--- config.mk ---
export PLATFORM = sky130hd
export DESIGN_NAME = ipi_cmd_unit
export DESIGN_NICKNAME = d
export VERILOG_FILES = /design/src/rtl/ipi_cmd_unit.sv
export SDC_FILE = /design/constraint.sdc
export NUM_CORES = 1
export LEC_CHECK = 0
export CORE_ASPECT_RATIO = 1.4
export CORE_UTILIZATION = 40
export CTS_CLUSTER_DIAMETER = 40
export DETAILED_ROUTE_END_ITERATION = 12
export DONT_BUFFER_PORTS = 1
export SKIP_CTS_REPAIR_TIMING = 1
export SLEW_MARGIN = 15
export SYNTH_ARGS = -nofsm -noshare
export SYNTH_HDL_FRONTEND = slang
export SYNTH_SLANG_ARGS = --single-unit
--- constraint.sdc ---
create_clock -name clk -period 2 [get_ports clk]
set_clock_uncertainty 0.2 [all_clocks]
set_input_delay 0.1 -clock clk [delete_from_list [all_inputs] [get_ports clk]]
set_output_delay 0.1 -clock clk [all_outputs]
set_load 0.03 [all_outputs]
--- src/rtl/ipi_cmd_unit.sv ---
module ipi_cmd_unit #(
  parameter int ADDR_W = 12,
  parameter logic [ADDR_W-1:0] OFS_LO  = 'h300,
  parameter logic [ADDR_W-1:0] OFS_HI  = 'h310,
  parameter logic [ADDR_W-1:0] OFS_ERR = 'h280,
  parameter int MIN_VEC = 16
) (
  input  logic              clk,
  input  logic              rst_n,
  input  logic              wr_en,
  input  logic [ADDR_W-1:0] wr_addr,
  input  logic [31:0]       wr_data,
  input  logic [ADDR_W-1:0] rd_addr,
  output logic [31:0]       rd_data,
  output logic              msg_valid,
  input  logic              msg_ready,
  output logic [7:0]        msg_dest,
  output logic              msg_self,
  output logic              msg_bcast,
  output logic [7:0]        msg_vector,
  output logic [2:0]        msg_mode,
  output logic              msg_level
);
  logic [7:0] dest_r, vec_r, err_acc, err_rd;
  logic [2:0] mode_r;
  logic [1:0] sh_r;
  logic       lvl_r, busy;

  wire hit_lo  = wr_en && wr_addr == OFS_LO;
  wire hit_hi  = wr_en && wr_addr == OFS_HI;
  wire hit_err = wr_en && wr_addr == OFS_ERR;
  wire hit_bad = wr_en && !(hit_lo || hit_hi || hit_err);
  wire accept  = hit_lo && !busy;
  wire bad_vec = wr_data[10:8] == 3'b000 && wr_data[7:0] < 8'(MIN_VEC);
  wire launch  = accept && !bad_vec;
  wire [1:0] sh = wr_data[19:18];
  wire [7:0] new_err = {hit_bad, 1'b0, accept && bad_vec, 5'b0};

  always_ff @(posedge clk) begin
    if (!rst_n) begin
      dest_r <= '0; vec_r <= '0; mode_r <= '0; sh_r <= '0; lvl_r <= 1'b0;
      busy <= 1'b0; err_acc <= '0; err_rd <= '0;
      msg_dest <= '0; msg_self <= 1'b0; msg_bcast <= 1'b0;
      msg_vector <= '0; msg_mode <= '0; msg_level <= 1'b0;
    end else begin
      if (hit_hi) dest_r <= wr_data[31:24];
      if (accept) begin
        vec_r  <= wr_data[7:0];
        mode_r <= wr_data[10:8];
        lvl_r  <= wr_data[14];
        sh_r   <= sh;
      end
      if (launch) begin
        busy       <= 1'b1;
        msg_dest   <= (sh == 2'b00) ? dest_r : 8'h00;
        msg_self   <= (sh == 2'b01) || (sh == 2'b10);
        msg_bcast  <= sh[1];
        msg_vector <= wr_data[7:0];
        msg_mode   <= wr_data[10:8];
        msg_level  <= wr_data[14];
      end else if (busy && msg_ready) begin
        busy <= 1'b0;
      end
      if (hit_err) begin
        err_rd  <= err_acc;
        err_acc <= new_err;
      end else begin
        err_acc <= err_acc | new_err;
      end
    end
  end

  assign msg_valid = busy;

  always_comb begin
    if (rd_addr == OFS_LO)
      rd_data = {12'b0, sh_r, 2'b00, 1'b0, lvl_r, 1'b0, busy, 1'b0, mode_r, vec_r};
    else if (rd_addr == OFS_HI)
      rd_data = {dest_r, 24'b0};
    else if (rd_addr == OFS_ERR)
      rd_data = {24'b0, err_rd};
    else
      rd_data = '0;
  end
endmodule

==> results.md <==
- Area delta synth->final: 23.0%
- Synth top area cells: dfxtp_1, mux2i_1, nor2b_1, and2_1, nand2_1
- P_sw: slightly below 400 uW
- Static Leakage: roughly 0.0010 uW
- Most frequent cells in the layout: dfxtp_1, mux2i_1, dlygate4sd3_1
- Startpoint types: input port
- Sequential area share after synthesis: 41.9%
- Synth Register Bits: 49
- Ys async rst share: 0%
- Commonest non-fill, non-tap cell in the layout: dfxtp_1
- Core footprint: 5570 um^2
- Detailed placer's ending HPWL: about 3400 um
- Vias in the first global route: ~1,600
- Max Fclk: 522 MHz
- Initial cell density of the core: 42.1%
- Worst EP arrival: 1.90 ns
- Nets: 352
- Flop pwr share: 58.1%
- Grt total ovfl: 0
- Total Negative Setup Slacks: 0 ns
- Leading area contributor after synthesis: dfxtp_1
- GPL Wtd Cong: 0.719
- Fin worst setup slack: approximately 0.086 ns
- Final slew viol count: 0
- Avg WL per Cell: approximately 14 um
- PortBufs: 0
- Final core utilization: between 50% and 60%
- R2R Path Start: msg_valid$_SDFFE_PN0P_
- Mapped Avg Cell Area: 9.40 um^2
- CTS Buf Count: 5
- Clock Latency Late Sink: 0.29 ns
- Via Count: 1,776
- Worst slew margin: 62.2%
- Primary FF master, synth: dfxtp_1
- Critical Path Start: wr_data[7]
- Slowest CP cell: dlygate4sd3_1
- Ant diodes: 0
- Crit path cell chain: dlygate4sd3_1 > or4_4 > nor4_4 > nor2b_2 > buf_4 > o21a_1
- Layout cells sized above 1: 11.0%
- Switching share of power: between 20% and 30%
- Cell Area, Synth: 2340 um^2
- Critical path required time: 1.99 ns
- Count of flip-flops with a built-in enable after synthesis: 0
- Min-delay worst type: in2reg
- Max incr delay on CP: 0.58 ns
- Clk pin slew, worst setup/hold paths: 0.09 ns
- Post-synth cell types: 32
- Root Driver: clkbuf_8
- 1st-pass router iterations: 4
- CTS HTree Levels: 2
- All-Layer GR Usage: 15.3%
- Final worst path period need: 1.91 ns
- Die W: about 67 um
- Power share of the clock group: 33.6%
- DRT antenna net count: 0
- Largest net degree at the start of global routing: 72
- Final setup viols: 0
- Pint: 1290 uW
- RSZ-0062 raised after global routing: no
- Total Wirelength: 4930 um
- Initial antenna violation count: 0
- Rows: 32
- Number of remaining DRC errors: 0
- CTS sink cnt: 49
- Period utilisation layout: 95.7%
- IR drop worst, VDD: 0.000453 V
- Crit path capture type: flop
- Type of the worst setup path: in2reg
- Power per cell area: roughly 580 nW/um^2
- Synth Instances: approximately 250
- Hold Vio Cnt, Final: 2
- Worst-case clock buffer depth: 2
- Setup Slack @ Placement: 0.212 ns
- Violations in the final reports: hold timing
- MaxCap Viol Count: 0
- Die area: 6170 um^2
- Num ports: 115
- Yosys warning total: 0
- First-pass GRT wire length: between 7000 and 8000 um
- Hold Slack: -0.0355 ns
- Placed cell area: 2450 um^2
- Post-DR vias/cell: 4.93
- Actual slew at the worst max-slew pin: about 0.56 ns
- DR iter-0 viols: 67
- Worst hold start: wr_data[18]
- Die height: roughly 93 um
- Worst Path Max Fanout: 11
- Final Instance Area: about 2900 um^2
- CTS tree: done
- Yosys top cell area share: 41.9%
- Combinational share of power: 8.2%
- Status: finished, violations left
worst max-delay path, delay by kind of cell:
kind,cells,cell delay (ns)
AND/OR/NAND/NOR,3,0.85
buffers and inverters,2,0.77
AO/OA/AOI/OAI,1,0.18
cell usage after synthesis, drive strengths merged (2+ instances only):
cell type	n
and4	2
nor2b	32
dfxtp	49
o21ai	7
nor4	3
nor3b	2
buf	17
nand4	2
nor4b	2
and2	21
clkbuf	9
mux2i	39
inv	2
a22oi	3
nor2	4
nand3	16
nand2	31
registers in the layout (all words and copies together) (netlist names):
register,count
dest_r,8
err_acc,2
err_rd,2
lvl_r,1
mode_r,3
msg_bcast,1
msg_dest,8
msg_level,1
msg_mode,3
msg_self,1
msg_valid,1
msg_vector,8
sh_r,2
vec_r,8
power groups by stage:
stage	Combinational (uW)	Sequential [uW]	Clock (uW)
global placement	56.5	1000	0
global route	152	977	625
CTS	57.1	977	591
finish	138	977	565
detailed placement	57.1	1000	0
floorplan	83.3	1000	0
per-stage QoR:
| step | hold WS (ns) | total power [uW] | instances |
|---|---|---|---|
| final | -0.0355 | 1680 | 360 |
| after global placement | 0.0239 | 1060 | 319 |
| after global routing | 0.0295 | 1750 | 360 |
| after floorplan | 0.0304 | 1080 | 257 |
| after detailed placement | 0.0260 | 1060 | 319 |
| after CTS | -0.290 | 1630 | 327 |
final cells by class:
class                   instances  area (um^2)
clock inverters                 1         7.51
well taps                      68         85.1
fillers                       534         2690
multi-input cells             180         1210
flip-flops and latches         49          981
inverters                       2         7.51
repair buffers                 53          510
clock buffers                   7         76.3
path summary, 6_finish.rpt:
check	endpoint	depth (start not counted)	slack, ns
max reg2reg	msg_vector[2]$_SDFFE_PN0P_	5	0.24
max	msg_valid$_SDFFE_PN0P_	6	0.09
min	msg_self$_SDFFE_PN0P_	4	-0.04
min reg2reg	msg_dest[0]$_SDFFE_PN0P_	2	0.29
per-layer routing:
metal	track usage, %	vias to the layer above	part of all wire, %	wire [um]
met5	0	-	0	0
met4	5.85	0	1.3	66
met1	18.5	806	44	2150
li1	-	896	-	-
met2	25.2	69	49	2400
met3	4.31	5	6.3	310
kinds of logic after synthesis:
| group | after synthesis | synth area share (%) |
|---|---|---|
| buffers and inverters | 28 | 7.59 |
| muxes | 39 | 16.7 |
| adders and majority gates | 1 | 0.534 |
| and+or+nand+nor | 119 | 30.1 |
| other | 1 | 0.160 |
| AOI/OAI and AO/OA | 12 | 2.99 |
| DFF | 49 | 41.9 |
Power figures use the tool's default switching activity.
